[config.mk]
export PLATFORM = sky130hd
export DESIGN_NAME = rbd_decoder
export DESIGN_NICKNAME = d
export VERILOG_FILES = /design/src/rtl/rbd_pkg.sv /design/src/rtl/rbd_regs.sv /design/src/rtl/rbd_match.sv /design/src/rtl/rbd_pick.sv /design/src/rtl/rbd_decoder.sv
export SDC_FILE = /design/constraint.sdc
export NUM_CORES = 1
export LEC_CHECK = 0
export ABC_AREA = 1
export BUFFER_PORTS_ARGS = -buffer_cell sky130_fd_sc_hd__buf_2
export CAP_MARGIN = 25
export CORE_ASPECT_RATIO = 1.5
export CORE_UTILIZATION = 55
export DETAILED_ROUTE_END_ITERATION = 16
export PLACE_DENSITY = 0.76
export SYNTH_ARGS = -nofsm -noshare
export SYNTH_HDL_FRONTEND = slang
export SYNTH_SLANG_ARGS = --single-unit
[constraint.sdc]
create_clock -name clk -period 3 [get_ports clk]
set_clock_uncertainty 0.2 [all_clocks]
set_input_delay 0.6 -clock clk [delete_from_list [all_inputs] [get_ports clk]]
set_output_delay 0.6 -clock clk [all_outputs]
set_load 0.01 [all_outputs]
[src/rtl/rbd_pkg.sv]
package rbd_pkg;

    // offsets inside a channel's register window (wr_addr[6:0])
    localparam logic [6:0] OFF_ATTR   = 7'h08;
    localparam logic [6:0] OFF_BANK   = 7'h0E;
    localparam logic [1:0] BANK_EIGHT = 2'b01;

    localparam logic [2:0] PG_4K  = 3'b010;
    localparam logic [2:0] PG_8K  = 3'b011;
    localparam logic [2:0] PG_16K = 3'b100;

    function automatic logic [4:0] page_kib_of(input logic [2:0] code);
        case (code)
            PG_4K:   return 5'd4;
            PG_8K:   return 5'd8;
            PG_16K:  return 5'd16;
            default: return 5'd0;
        endcase
    endfunction

endpackage

[src/rtl/rbd_regs.sv]
module rbd_regs
    import rbd_pkg::*;
#(
    parameter int RANKS_PER_CH = 4
) (
    input  logic                                clk,
    input  logic                                rst_n,
    input  logic                                wr_en,
    input  logic [8:0]                          wr_addr,
    input  logic [7:0]                          wr_data,
    output logic [1:0][RANKS_PER_CH-1:0][7:0]   bnd,
    output logic [1:0][RANKS_PER_CH-1:0][2:0]   attr,
    output logic [1:0][RANKS_PER_CH-1:0][1:0]   bank
);

    typedef struct packed {
        logic [1:0][RANKS_PER_CH-1:0][7:0] bnd;
        logic [1:0][RANKS_PER_CH-1:0][2:0] attr;
        logic [1:0][RANKS_PER_CH-1:0][1:0] bank;
    } regs_t;

    regs_t      regs_d, regs_q;
    logic       wr_ch;
    logic [6:0] wr_off;

    assign wr_ch  = wr_addr[7];
    assign wr_off = wr_addr[6:0];

    always_comb begin
        regs_d = regs_q;
        if (wr_en && wr_addr[8]) begin
            for (int i = 0; i < RANKS_PER_CH; i++) begin
                if (wr_off == 7'(i))
                    regs_d.bnd[wr_ch][i] = {wr_data[7:2], 2'b00};
                if (wr_off == 7'(OFF_ATTR + 7'(i / 2))) begin
                    if (i % 2 == 0)
                        regs_d.attr[wr_ch][i] = wr_data[2:0];
                    else
                        regs_d.attr[wr_ch][i] = wr_data[6:4];
                end
                if (wr_off == OFF_BANK)
                    regs_d.bank[wr_ch][i] = wr_data[2*i +: 2];
            end
        end
    end

    always_ff @(posedge clk) begin
        if (!rst_n)
            regs_q <= '0;
        else
            regs_q <= regs_d;
    end

    assign bnd  = regs_q.bnd;
    assign attr = regs_q.attr;
    assign bank = regs_q.bank;

endmodule

[src/rtl/rbd_match.sv]
module rbd_match #(
    parameter int RANKS_PER_CH = 4,
    parameter int GRAIN_W      = 8
) (
    input  logic [1:0][RANKS_PER_CH-1:0][7:0] bnd,
    input  logic                              dual,
    input  logic [GRAIN_W-1:0]                grain,
    output logic [2*RANKS_PER_CH-1:0]         hitv
);

    localparam int NRANK = 2 * RANKS_PER_CH;
    localparam int CW    = ((GRAIN_W > 8) ? GRAIN_W : 8) + 1;

    logic [CW-1:0] upper [NRANK];
    logic [CW-1:0] g_ext;

    assign g_ext = CW'(grain);

    for (genvar i = 0; i < NRANK; i++) begin : g_rank
        logic [CW-1:0] lower;

        if (i < RANKS_PER_CH) begin : g_ch0
            assign upper[i] = dual ? CW'({bnd[0][i], 1'b0}) : CW'(bnd[0][i]);
        end else begin : g_ch1
            assign upper[i] = CW'(bnd[1][i - RANKS_PER_CH]);
        end

        if (i == 0) begin : g_first
            assign lower = '0;
        end else begin : g_next
            assign lower = upper[i-1];
        end

        if (i < RANKS_PER_CH) begin : g_any
            assign hitv[i] = (g_ext >= lower) && (g_ext < upper[i]);
        end else begin : g_single
            assign hitv[i] = !dual && (g_ext >= lower) && (g_ext < upper[i]);
        end
    end

endmodule

[src/rtl/rbd_pick.sv]
module rbd_pick #(
    parameter int N = 8
) (
    input  logic [N-1:0]         hitv,
    output logic                 any,
    output logic [$clog2(N)-1:0] idx
);

    always_comb begin
        any = |hitv;
        idx = '0;
        for (int i = N - 1; i >= 0; i--) begin
            if (hitv[i])
                idx = ($clog2(N))'(i);
        end
    end

endmodule

[src/rtl/rbd_decoder.sv]
module rbd_decoder
    import rbd_pkg::*;
#(
    parameter int GRAIN_W      = 8,
    parameter int RANKS_PER_CH = 4
) (
    input  logic                                  clk,
    input  logic                                  rst_n,
    input  logic                                  wr_en,
    input  logic [8:0]                            wr_addr,
    input  logic [7:0]                            wr_data,
    input  logic                                  lk_valid,
    input  logic [GRAIN_W-1:0]                    lk_grain,
    input  logic                                  lk_lane,
    output logic                                  res_valid,
    output logic                                  res_hit,
    output logic [$clog2(2*RANKS_PER_CH)-1:0]     res_rank,
    output logic                                  res_chan,
    output logic [4:0]                            res_page_kib,
    output logic                                  res_eight_banks,
    output logic                                  dual_mode
);

    localparam int NRANK  = 2 * RANKS_PER_CH;
    localparam int RANK_W = $clog2(NRANK);
    localparam int RK_W   = $clog2(RANKS_PER_CH);

    typedef struct packed {
        logic              valid;
        logic              hit;
        logic [RANK_W-1:0] rank;
        logic              chan;
        logic [4:0]        page_kib;
        logic              eight_banks;
    } res_t;

    logic [1:0][RANKS_PER_CH-1:0][7:0] bnd;
    logic [1:0][RANKS_PER_CH-1:0][2:0] attr;
    logic [1:0][RANKS_PER_CH-1:0][1:0] bank;
    logic [NRANK-1:0]                  hitv;
    logic                              any_hit;
    logic [RANK_W-1:0]                 hit_idx;
    logic                              sel_ch;
    logic [RK_W-1:0]                   sel_rk;
    res_t                              res_d, res_q;

    rbd_regs #(.RANKS_PER_CH(RANKS_PER_CH)) i_regs (
        .clk     (clk),
        .rst_n   (rst_n),
        .wr_en   (wr_en),
        .wr_addr (wr_addr),
        .wr_data (wr_data),
        .bnd     (bnd),
        .attr    (attr),
        .bank    (bank)
    );

    assign dual_mode = (bnd[0] == bnd[1]);

    rbd_match #(.RANKS_PER_CH(RANKS_PER_CH), .GRAIN_W(GRAIN_W)) i_match (
        .bnd   (bnd),
        .dual  (dual_mode),
        .grain (lk_grain),
        .hitv  (hitv)
    );

    rbd_pick #(.N(NRANK)) i_pick (
        .hitv (hitv),
        .any  (any_hit),
        .idx  (hit_idx)
    );

    // channel: address lane when interleaved, upper half of the flat chain otherwise
    assign sel_ch = dual_mode ? lk_lane : hit_idx[RANK_W-1];
    assign sel_rk = hit_idx[RK_W-1:0];

    always_comb begin
        res_d       = '0;
        res_d.valid = lk_valid;
        if (lk_valid && any_hit) begin
            res_d.hit         = 1'b1;
            res_d.rank        = hit_idx;
            res_d.chan        = sel_ch;
            res_d.page_kib    = page_kib_of(attr[sel_ch][sel_rk]);
            res_d.eight_banks = (bank[sel_ch][sel_rk] == BANK_EIGHT);
        end
    end

    always_ff @(posedge clk) begin
        if (!rst_n)
            res_q <= '0;
        else
            res_q <= res_d;
    end

    assign res_valid       = res_q.valid;
    assign res_hit         = res_q.hit;
    assign res_rank        = res_q.rank;
    assign res_chan        = res_q.chan;
    assign res_page_kib    = res_q.page_kib;
    assign res_eight_banks = res_q.eight_banks;

endmodule

Yosys cells after proc, flatten, opt, wreduce, memory -nomap -nowiden
Cells that the tools add are included.
{"block": "op_classes", "magnitude_cmp": 20, "n_eq_ne": 11, "mux": 80, "n_reduce_logical": 19}
{"op": "64-bit two-way mux", "count": 7}
{"op": "64-bit bitwise mux", "count": 4}
{"op": "24-bit two-way mux", "count": 8}
{"op": "32-bit demux with 1-bit select", "count": 4}
{"op": "16-bit two-way mux", "count": 8}
{"op": "24-bit bitwise mux", "count": 4}
{"op": "16-bit bitwise mux", "count": 4}
{"op": "12-bit demux with 1-bit select", "count": 4}
{"op": "9-bit two-way mux", "count": 5}
{"op": "8-bit by 9-bit >= comparator with 1-bit output", "count": 4}
{"op": "8-bit by 9-bit less-than comparator with 1-bit output", "count": 4}
{"op": "12-bit two-way mux", "count": 3}
{"op": "8-bit demux with 1-bit select", "count": 4}
{"op": "32-bit == test", "count": 1}
{"op": "8-bit less-than comparator", "count": 4}
{"op": "32-bit two-way mux", "count": 1}
{"op": "8-bit two-way mux", "count": 4}
{"op": "3-bit two-way mux", "count": 10}
{"op": "8-bit >= comparator", "count": 3}
{"op": "7-bit by 4-bit == test with 1-bit output (second input constant)", "count": 3}
{"op": "1-bit logical AND", "count": 15}
{"op": "5-bit case mux with 3 select lines", "count": 1}
{"op": "7-bit by 2-bit == test with 1-bit output (second input constant)", "count": 2}
{"op": "6-bit two-way mux", "count": 2}
{"op": "other kinds (18)", "count": 21}
{"block": "totals", "register_bits": 116, "input_bits": 30, "out_inout_bits": 13}

Longest topological paths before layout
Gate-level depths: netlist (run 1).
{"block": "depth", "depth_word": 20, "depth_mapped": 34, "depth_no_buf": 32}

Modules after synthesis
From an unflattened synthesis (run 1), not the netlist that was laid out.
{"block": "unflattened", "cells_unflattened": 1312, "hier_area_um2": 7901.3}
{"mod": "rbd_regs", "instances": 1, "cells_each": 665, "area_each_um2": 4219.0, "seq_area_each_um2": 1761.7}
{"mod": "rbd_match", "instances": 1, "cells_each": 356, "area_each_um2": 2125.8, "seq_area_each_um2": 0.0}
{"mod": "rbd_decoder", "instances": 1, "cells_each": 269, "area_each_um2": 1457.6, "seq_area_each_um2": 200.2}
{"mod": "rbd_pick", "instances": 1, "cells_each": 22, "area_each_um2": 98.8, "seq_area_each_um2": 0.0}

Worst setup path before layout (run 1)
OpenSTA, ideal clock, no wires.
{"block": "synth_path", "path_type": "reg2reg", "start": "register i_regs.regs_q[50], in the netlist i_regs.bnd[10]", "end": "register res_q (netlist bit res_page_kib[2])", "setup_ps": 112, "arrival_time_ps": 2992, "required_ps": 2688, "slack_ps": -303, "stages_incl_launch_ff": 30, "period_less_slack_ps": 3303, "path_cell_list": "dfxtp_1 > inv_2 > nand2_1 > nand2_1 > nor2_2 > nand3_2 > nor2_4 > nand2_4 > clkbuf_1 > nand2_1 > o21ai_0 > ha_1 > nand2_1 > o21ai_0 > a21oi_1 > o21ai_0 > nand2_1 > inv_2 > nand3_1 > nor2_4 > nand2_4 > nand2_4 > buf_8 > nand2_1 > nand3_1 > nand2_1 > nand2_1 > nand2_1 > nand2_1 > nor2_1"}
{"block": "synth_between", "elab_chain_cells": 19, "elab_cells_between_ends": 46, "classes_between": "8 x order compare; 4 x eq/ne; 18 x mux; 16 x reduce/logical"}
{"element": "start, declared", "line_no": "rbd_regs.sv:22", "rtl": "regs_t regs_d, regs_q;"}
{"element": "start signal, assigned", "line_no": "rbd_regs.sv:51", "rtl": "regs_q <= regs_d;"}
{"element": "branches (longest 19 deep; another with 8-bit by 9-bit >= comparator with 1-bit output)"}
{"element": "end signal, assigned", "line_no": "rbd_decoder.sv:93", "rtl": "res_q <= res_d;"}
{"element": "end, declared", "line_no": "rbd_decoder.sv:45", "rtl": "res_t res_d, res_q;"}
Several ways; the timed one is not identified. The select of a mux whose other input is x is not followed.
A chain may end at the register's enable or synchronous reset.

Final worst setup path (run 1)
{"block": "layout_path", "start": "register i_regs.regs_q[43], in the netlist i_regs.bnd[3]", "end": "register res_q (netlist bit res_eight_banks)"}
{"block": "layout_between", "elab_chain_cells": 18, "elab_cells_between_ends": 43, "classes_between": "8 x order compare; 2 x eq/ne; 17 x mux; 16 x reduce/logical"}
{"element": "branches (longest 18 deep; another with 8-bit by 9-bit >= comparator with 1-bit output)"}
Several ways; the timed one is not identified. The select of a mux whose other input is x is not followed.

==> qor.txt, run 1 <==
CTS buffer count: 9
LEAKAGE: 3.260 nW
initial antenna violation count: 0
drt wl/cell: 16.28 um
TritonCTS clock tree: built
final hold vios: 0
Die Y: 127.0 um
startpoint types: flip-flop
Crit path arrival time: 3.82 ns
# diodes: 0
wirelength, routed: 17630 um
residual DRC count: 0
CTS max path bufs: 2
Final ANT Viol Nets: 0
PwrDens: 415.1 nW/um^2
hold crit path type: flip-flop to flip-flop
CP max FO: 7
worst hold path startpoint: i_regs.bank[4]
GRT Total Usage: 32.32%
Synth Instances: 844
worst vdd ir: 0.2979 mV
clk_lat worst skew: 0.36 ns
min Tclk post-route: 3.718 ns
Slew @ Worst Pin: 0.5402 ns
remaining global-route overflow: 0
CP Class: flip-flop to flip-flop
fmax: 269.0 MHz
Max Cap Viol: 0
Setup crit end kind: flip-flop
Hold Path End: i_regs.bank[4]
Initial Utilization: 56.52%
global-route wire length before repair: 27050 um
RSZ-0062 raised after global routing: true
Placer Congestion: 0.9192
vias per cell: 5.576
area of the mapped netlist: 5728 um^2
Worst path most repeated cell: nand2_1
vias in the first global route: 5828
CP max-delay cell: dfxtp_2
H-Tree Depth: 3
Combinational Power Share: 18.9%
hold_buf cts: 0
clock group share of total power: 38.0%
total number of vias: 6039
Reg power frac: 43.1%
synthesis-stage register bit count: 98
FP Rows: 45
root buffer cell: clkbuf_16
hold path depth: 2
Seq/Total Area, Yosys: 34.25%
FF-to-FF path depth: 28
core footprint: 10130 um^2
chip width: 85.33 um
area grow syn2layout: 27.70%
Sw Ratio: 30.20%
Top Ports: 43
crit path from: i_regs.bnd[3]
Internal Power: 2.119 mW
failing checks: setup timing
Setup WS post-layout: -0.7177 ns
Reg2Reg Capture Point: res_eight_banks
pre-CTS WS: -0.7017 ns
Worst R2R Setup Slack: -0.72 ns
Final Max Slew Viols: 0
slowest stage delay, CP: 0.35 ns
Syn. warnings: 0
Net Sw Power: 0.9170 mW
period utilization: 123.9%
Setup-failing EPs final: 9
DRT iter0 DRCs: 495
hpwl dp: 11630 um
DR pass1 iterations: 7
Critical Path RT: 3.11 ns
Core Util, Final: 72.17%
R2R Path Start: i_regs.bnd[3]
clock net sink count: 98
ratio of cells with drive above 1 in the final layout: 28.05%
IO buf count: 40
Slew headroom: 63.86%
largest net degree at the start of global routing: 44
nets@finish: 1040
outcome: finished with violations
Worst-path clk slew: 0.08 ns
die area: 10840 um^2
distinct cell type count after synthesis: 31
average size of a mapped cell: 6.787 um^2
[routing by layer]
layer / vias to the layer above / share of wire, % / global-route usage [%]
met1: 2769 / 37 / 34.11
met5: - / 0 / 0
met2: 204 / 51 / 58.68
met3: 81 / 4.9 / 4.264
met4: 0 / 6.7 / 22.75
li1: 2985 / - / -
[registers in the layout, summed over array words and instances (netlist names)]
| signal | cells |
|---|---|
| i_regs.attr | 24 |
| i_regs.bank | 16 |
| i_regs.bnd | 48 |
| res_chan | 1 |
| res_eight_banks | 1 |
| res_hit | 1 |
| res_page_kib | 3 |
| res_rank | 3 |
| res_valid | 1 |
[repair_timing]
action                     CTS  global route
pin swaps                    6            15
gates resized for setup     33            68
setup endpoints to repair   10            10
setup buffers                5             7
cloned                       1             2
[power groups by stage]
stage	combinational, mW	clock, mW	sequential [mW]
final	0.574	1.15	1.31
after global routing	0.629	1.22	1.31
after CTS	0.510	1.16	1.31
after detailed placement	0.483	0	1.34
after global placement	0.468	0	1.34
after floorplan	0.301	0	1.34
[Yosys cell counts (all sizes together)]
master	count	area share (%)
a211oi	1	0.13
nand2	195	13
a21oi	107	9.5
clkinv	2	0.13
nor4	1	0.11
nor3	5	0.44
o211ai	1	0.13
dfxtp	98	34
xor2	5	0.76
inv	117	7.7
ha	49	11
buf	6	0.85
clkbuf	32	2.1
conb	1	0.065
a31o	1	0.15
nand3b	4	0.52
nand3	62	5.6
nand4	5	0.55
nor2	43	3.3
nor3b	1	0.13
o21ai	108	9.4
[kinds of logic after synthesis]
family,after synthesis,share of synthesized area (%)
xor gates and xnor gates,5,0.7645
DFF,98,34.25
buffers and inverters,157,10.75
adders and majority gates,49,10.70
other,1,0.06547
and+or+nand+nor,316,24.07
AOI/OAI and AO/OA,218,19.40
[stage by stage]
| stage | power [mW] | cell area (um^2) | instances | hold WS [ns] | setup TNS, ns |
|---|---|---|---|---|---|
| 5_1_grt | 3.157 | 7315 | 1083 | 0.2774 | -7.585 |
| 3_5_place_dp | 1.823 | 6596 | 1053 | 0.2426 | -4.870 |
| 3_3_place_gp | 1.808 | 6596 | 1053 | 0.2327 | -4.114 |
| 6_report | 3.036 | 7315 | 1083 | 0.2536 | -5.872 |
| 2_1_floorplan | 1.645 | 5767 | 846 | 0.2237 | -0.6900 |
| 4_1_cts | 2.984 | 7030 | 1075 | 0.2540 | -3.202 |
[worst max-delay path by stage]
stage,to
floorplan,res_page_kib[2]
global placement,res_page_kib[3]
detailed placement,res_page_kib[2]
CTS,res_page_kib[2]
global route,res_page_kib[2]
finish,res_eight_banks
[cell type report]
class | count | area [um^2]
multi-input cells | 593 | 3412
fillers | 809 | 2820
flip-flops and latches | 98 | 1992
repair buffers | 140 | 1022
inverters | 119 | 449.2
clock buffers | 9 | 225.2
well taps | 117 | 146.4
clock inverters | 7 | 67.56
[cell usage in the layout (no fill, tap or decap), types with 9 or more instances in the layout]
master | netlist | layout
nand2_1 | 185 | 169
a21oi_1 | 106 | 106
inv_1 | 101 | 96
o21ai_0 | 108 | 96
buf_4 | 2 | 88
dfxtp_1 | 98 | 74
ha_1 | 49 | 49
buf_2 | 0 | 40
nand3_1 | 60 | 39
nor2_1 | 39 | 29
dfxtp_2 | 0 | 24
nand3_2 | 2 | 22
nand2_2 | 7 | 21
inv_2 | 16 | 20
clkbuf_16 | 0 | 10
o21ai_1 | 0 | 9
buf_6 | 1 | 9
[worst max-delay path: cells and delay by family, from the launching register on]
kind,cells,cell delay (ns)
buffers and inverters,6,0.59
AO/OA/AOI/OAI,4,0.50
AND/OR/NAND/NOR,17,1.71
adder cells (fa/ha/maj),1,0.29
flip-flops,1,0.35
Power figures use the tool's default switching activity.
==> inputs of run 2 (changes only) <==
CORE_MARGIN = 5   (was not set)
==> run 2 against run 1 <==
  * Global-route usage down 5.1 points
  * Largest power group unchanged
  * Maximum frequency fell by 1.9%
  * Sequential share of layout area fell by 0.46 points
  * Register-to-register slack got worse by 0.07 ns
  * The run still ends with setup timing left
  * Critical path type unchanged
  * Critical endpoint is now res_page_kib[2]
  * Setup slack worse by 0.072 ns
  * Non-clock buffer count grew 10
  * Sequential cell count stayed put
  * First-iteration DRC count shrank 17%
==> qor.txt, run 2 (synthesis gave the netlist of run 1 again) <==
outcome: finished with violations
failing checks: setup timing
period utilization: 126.3% (+2.4 points)
largest net degree at the start of global routing: 43 (-2.3%)
min Tclk post-route: 3.790 ns (+0.07195 ns)
Final Max Slew Viols: 0 (unchanged)
Setup crit end kind: flip-flop
Net Sw Power: 0.9301 mW (+1.4%)
Final ANT Viol Nets: 0 (unchanged)
Worst-path clk slew: 0.08 ns (about the same)
H-Tree Depth: 3 (unchanged)
CP max-delay cell: dfxtp_1
Initial Utilization: 56.21% (-0.31 points)
Combinational Power Share: 19.3% (+0.4 points)
global-route wire length before repair: 27080 um (about the same)
CTS max path bufs: 2 (unchanged)
CTS buffer count: 9 (unchanged)
FP Rows: 45 (unchanged)
LEAKAGE: 3.290 nW (+0.93%)
Slew @ Worst Pin: 0.5145 ns (-0.02567 ns)
met2 Track Usage GR: 49.66% (-9.0 points)
ratio of cells with drive above 1 in the final layout: 27.84% (-0.21 points)
met1 Usage GRT: 29.22% (-4.9 points)
root buffer cell: clkbuf_16
area grow syn2layout: 29.58%
multi-input logic area: 3387 um^2 (-0.73%)
Core Util, Final: 72.83% (+0.66 points)
drt wl/cell: 15.75 um (-3.2%)
pre-CTS WS: -0.6243 ns (+0.07742 ns)
most frequent cells in the layout: 168 x nand2_1, 105 x a21oi_1, 98 x buf_4
DR pass1 iterations: 5 (-2)
hpwl dp: 12020 um (+3.3%)
vias in the first global route: 5902 (+1.3%)
CP Class: flip-flop to flip-flop
nets@finish: 1051 (+1.1%)
die area: 12600 um^2 (+16%)
# diodes: 0 (unchanged)
initial antenna violation count: 0 (unchanged)
Internal Power: 2.129 mW (+0.46%)
clk_lat worst skew: 0.36 ns (about the same)
fin cells: 1118 (+3.2%)
startpoint types: flip-flop
worst vdd ir: 0.2933 mV (-1.6%)
clock group share of total power: 37.9% (about the same)
M3 GR Usage: 3.846% (-0.42 points)
chip width: 93.33 um (+9.4%)
GR peak layer: met2
clock net sink count: 98 (unchanged)
residual DRC count: 0 (unchanged)
commonest non-fill, non-tap cell in the layout: nand2_1
GRT Total Usage: 27.21% (-5.1 points)
total number of vias: 6105 (+1.1%)
Fillers: 776 (-4.1%)
Placer Congestion: 0.9263 (+0.77%)
Worst path most repeated cell: nand2_2
Critical Path RT: 3.09 ns (-0.02 ns)
fmax: 263.9 MHz (-1.9%)
CP max FO: 7 (unchanged)
RSZ-0062 raised after global routing: true
core footprint: 10190 um^2 (+0.56%)
slowest stage delay, CP: 0.34 ns (about the same)
Setup-failing EPs final: 9 (unchanged)
vias per cell: 5.461 (-2.1%)
IO buf count: 40 (unchanged)
Sw Ratio: 30.40% (+0.20 points)
hold_buf cts: 0 (unchanged)
Reg power frac: 42.8% (-0.3 points)
cell total after placement: 1081 (+2.7%)
Setup WS post-layout: -0.7896 ns (-0.07195 ns)
Slew headroom: 65.57% (+1.7 points)
wirelength, routed: 17610 um (-0.11%)
Max Cap Viol: 0 (unchanged)
remaining global-route overflow: 0 (unchanged)
Crit path arrival time: 3.88 ns (+0.06 ns)
TritonCTS clock tree: built
register area: 1987 um^2 (-0.25%)
TNS Setup: -6.119 ns (-0.2474 ns)
Die Y: 135.0 um (+6.3%)
Top Ports: 43 (unchanged)
DRT iter0 DRCs: 410 (-17%)
PwrDens: 412.2 nW/um^2 (-0.71%)
max reg flops: 48 (unchanged)
final hold vios: 0 (unchanged)
hold crit path type: flip-flop to flip-flop
## run 2: cell count changes in the layout (fill, tap and decap cells not counted), moves of 2 or more
cell and delta:
dfxtp_2 -4, nand3_2 -6, nor2_4 -2, buf_12 +5, buf_6 -3, dfxtp_1 +4, buf_4 +10, nand3_1 +7
nor2_2 +2, clkinvlp_4 +2
## run 2: cell type report
type	instances	area share [%]
tap	141	2.377
multi-input combinational	594	45.63
sequential	98	26.77
clock inverter	7	0.9440
clock buffer	9	3.034
inverter	119	6.102
timing repair buffer	150	15.14
## run 2: worst paths after layout
path             startpoint               to  slack, ns  cells after the start
max reg2reg  i_regs.bnd[63]  res_page_kib[2]      -0.79                     32
min          i_regs.bank[2]   i_regs.bank[2]       0.25                      2
max          i_regs.bnd[63]  res_page_kib[2]      -0.79                     32
min reg2reg  i_regs.bank[2]   i_regs.bank[2]       0.25                      2
## run 2: worst max-delay path, delay by kind of cell (launching register included)
family,cells,cell delay [ns]
AO/OA/AOI/OAI,2,0.34
adder cells (fa/ha/maj),1,0.33
buffers and inverters,3,0.24
flip-flops,1,0.34
AND/OR/NAND/NOR,26,2.28
## run 2: power groups by stage
stage                     registers (mW)  logic [mW]  clock network [mW]
after floorplan                     1.34       0.301                   0
after CTS                           1.31       0.527                1.16
after global placement              1.34       0.475                   0
after detailed placement            1.34       0.491                   0
after global routing                1.31       0.649                1.23
final                               1.31       0.590                1.16
## run 2: metal layers
layer  part of all wire, %  wire, um
met1                    38      6734
met2                    51      9046
met3                   5.0       874
met4                   5.4       958
met5                     0         0
## run 2: repair_timing
| item | in CTS | in global routing |
|---|---|---|
| hold endpoints to repair | 0 | 0 |
| pin swaps | 10 | 35 |
| setup endpoints to repair | 9 | 9 |
| resized for setup | 38 | 47 |
| gates cloned | 2 | 1 |
| buffers inserted | 11 | 9 |
## run 2: through the flow
stage               total power, mW  hold slack, ns  area, um^2
detailed placement            1.831          0.2355        6681
global placement              1.816          0.2318        6681
CTS                           2.997          0.2471        7209
floorplan                     1.645          0.2237        5767
finish                        3.059          0.2487        7422
global route                  3.187          0.2687        7422
==> inputs of run 3 (changes only) <==
SKIP_CTS_REPAIR_TIMING = 1   (was not set)
clock period = 3.28 ns   (was 3 ns; I/O delays follow)
==> run 3 against run 2 <==
  * Largest power group unchanged
  * Sequential cell count did not move
  * Non-clock buffer count shrank 23
  * The flow still finishes with violations (setup timing)
  * Register-to-register slack gained 0.18 ns
  * Die area unchanged
  * Utilization shrank 2.6 points
  * Cell count shrank 2.2%
  * Combinational power fell by 11%
  * Power down 10%
==> qor.txt, run 3 (synthesis gave the netlist of run 1 again) <==
outcome: finished with violations
failing checks: setup timing
Worst-path clk slew: 0.07 ns (about the same)
Crit path arrival time: 3.97 ns (+0.09 ns)
TNS Setup: -3.377 ns (+2.742 ns)
Placer Congestion: 0.9758 (+5.3%)
DR pass1 iterations: 5 (unchanged)
cell total after placement: 1067 (-1.3%)
DRT iter0 DRCs: 404 (-1.5%)
CP max FO: 7 (unchanged)
root buffer cell: clkbuf_16
slowest stage delay, CP: 0.35 ns (about the same)
PwrDens: 383.6 nW/um^2 (-6.9%)
Die Y: 135.0 um (unchanged)
Setup WS post-layout: -0.6059 ns (+0.1837 ns)
chip width: 93.33 um (unchanged)
FP Rows: 45 (unchanged)
vias in the first global route: 5787 (-1.9%)
global-route wire length before repair: 26160 um (-3.4%)
remaining global-route overflow: 0 (unchanged)
Final Max Slew Viols: 0 (unchanged)
Initial Utilization: 56.21% (unchanged)
Setup crit end kind: flip-flop
Core Util, Final: 70.20% (-2.6 points)
Non-Filler Cell Area, Final: 7154 um^2 (-3.6%)
vias per cell: 5.531 (+1.3%)
drt wl/cell: 15.63 um (-0.81%)
fin cells: 1093 (-2.2%)
IO buf count: 40 (unchanged)
final hold vios: 0 (unchanged)
worst vdd ir: 0.3260 mV (+11%)
most frequent cells in the layout: 167 x nand2_1, 105 x a21oi_1, 98 x o21ai_0
TritonCTS clock tree: built
Post-DP Area: 6541 um^2 (-2.1%)
nets@finish: 1026 (-2.4%)
hpwl dp: 11980 um (-0.33%)
initial antenna violation count: 0 (unchanged)
fmax: 257.3 MHz (-2.5%)
max reg flops: 48 (unchanged)
area grow syn2layout: 24.90%
startpoint types: flip-flop
core footprint: 10190 um^2 (unchanged)
Slew @ Worst Pin: 0.6994 ns (+0.1849 ns)
Slew headroom: 53.26% (-12 points)
Max Cap Viol: 0 (unchanged)
clock net sink count: 98 (unchanged)
commonest non-fill, non-tap cell in the layout: nand2_1
die area: 12600 um^2 (unchanged)
Critical Path RT: 3.37 ns (+0.28 ns)
residual DRC count: 0 (unchanged)
ratio of cells with drive above 1 in the final layout: 24.68% (-3.2 points)
WP buf/inv: 3 (unchanged)
CTS buffer count: 9 (unchanged)
CTS max path bufs: 2 (unchanged)
hold_ws: 0.2493 ns (+0.0006170 ns)
RSZ-0062 raised after global routing: true
Final ANT Viol Nets: 0 (unchanged)
# diodes: 0 (unchanged)
critical path's top delay family: simple AND/OR/NAND/NOR gates
wirelength, routed: 17080 um (-3.0%)
total number of vias: 6045 (-0.98%)
min Tclk post-route: 3.886 ns (+0.09630 ns)
H-Tree Depth: 3 (unchanged)
GRT Total Usage: 25.74% (-1.5 points)
largest net degree at the start of global routing: 49 (+14%)
Top Ports: 43 (unchanged)
LEAKAGE: 3.147 nW (-4.4%)
hold crit path type: flip-flop to flip-flop
CP max-delay cell: dfxtp_2
period utilization: 118.5% (-7.8 points)
Setup-failing EPs final: 9 (unchanged)
CP Class: flip-flop to flip-flop
clk_lat worst skew: 0.35 ns (about the same)
Worst path most repeated cell: nand2_1
run 3: cell count changes in the layout (fill, tap and decap cells not counted), moves of 3 or more:
cell     delta
dfxtp_2    -10
nor2_1      +8
buf_12      -5
o21ai_1     -3
nor2_2      -8
buf_4      -17
nand3_1     -3
dfxtp_1    +10
run 3: area by class of cell:
cell class	instances	area [um^2]
Clock buffer	10	229.0
Clock inverter	6	48.80
Fill cell	824	3037
Inverter	119	449.2
Multi-Input combinational cell	592	3378
Sequential cell	98	1974
Tap cell	141	176.4
Timing Repair Buffer	127	898.4
run 3: per-stage QoR:
step | setup slack (ns) | power [mW]
final | -0.6059 | 2.744
after global routing | -0.7746 | 2.850
after CTS | -0.4717 | 2.659
after detailed placement | -0.3434 | 1.661
after global placement | -0.2139 | 1.642
after floorplan | 0.01022 | 1.501
run 3: path summary, 6_finish.rpt:
| check | from | to | slack [ns] | cells after the start |
|---|---|---|---|---|
| setup / recovery | i_regs.bnd[6] | res_page_kib[3] | -0.61 | 31 |
| hold / removal | i_regs.bank[0] | i_regs.bank[0] | 0.25 | 2 |
| setup reg to reg | i_regs.bnd[6] | res_page_kib[3] | -0.61 | 31 |
| hold reg to reg | i_regs.bank[0] | i_regs.bank[0] | 0.25 | 2 |
run 3: worst min-delay path, cell delays in order (launching register included):
cell	delay, ns
dfxtp_1	0.31
inv_1	0.05
a21oi_1	0.05
run 3: per-layer routing:
layer | global-route usage [%] | wire (um) | vias to the layer above
li1 | - | - | 2961
met1 | 28.92 | 6515 | 2790
met2 | 46.52 | 8693 | 218
met3 | 3.177 | 866 | 76
met4 | 13.77 | 1003 | 0
met5 | 0 | 0 | -
run 3: power breakdown:
group	internal [mW]	switching [mW]	leakage, nW
clock	0.525	0.492	0.131
sequential	1.20	0.00275	0.795
combinational	0.201	0.328	2.22
total	1.92	0.823	3.15
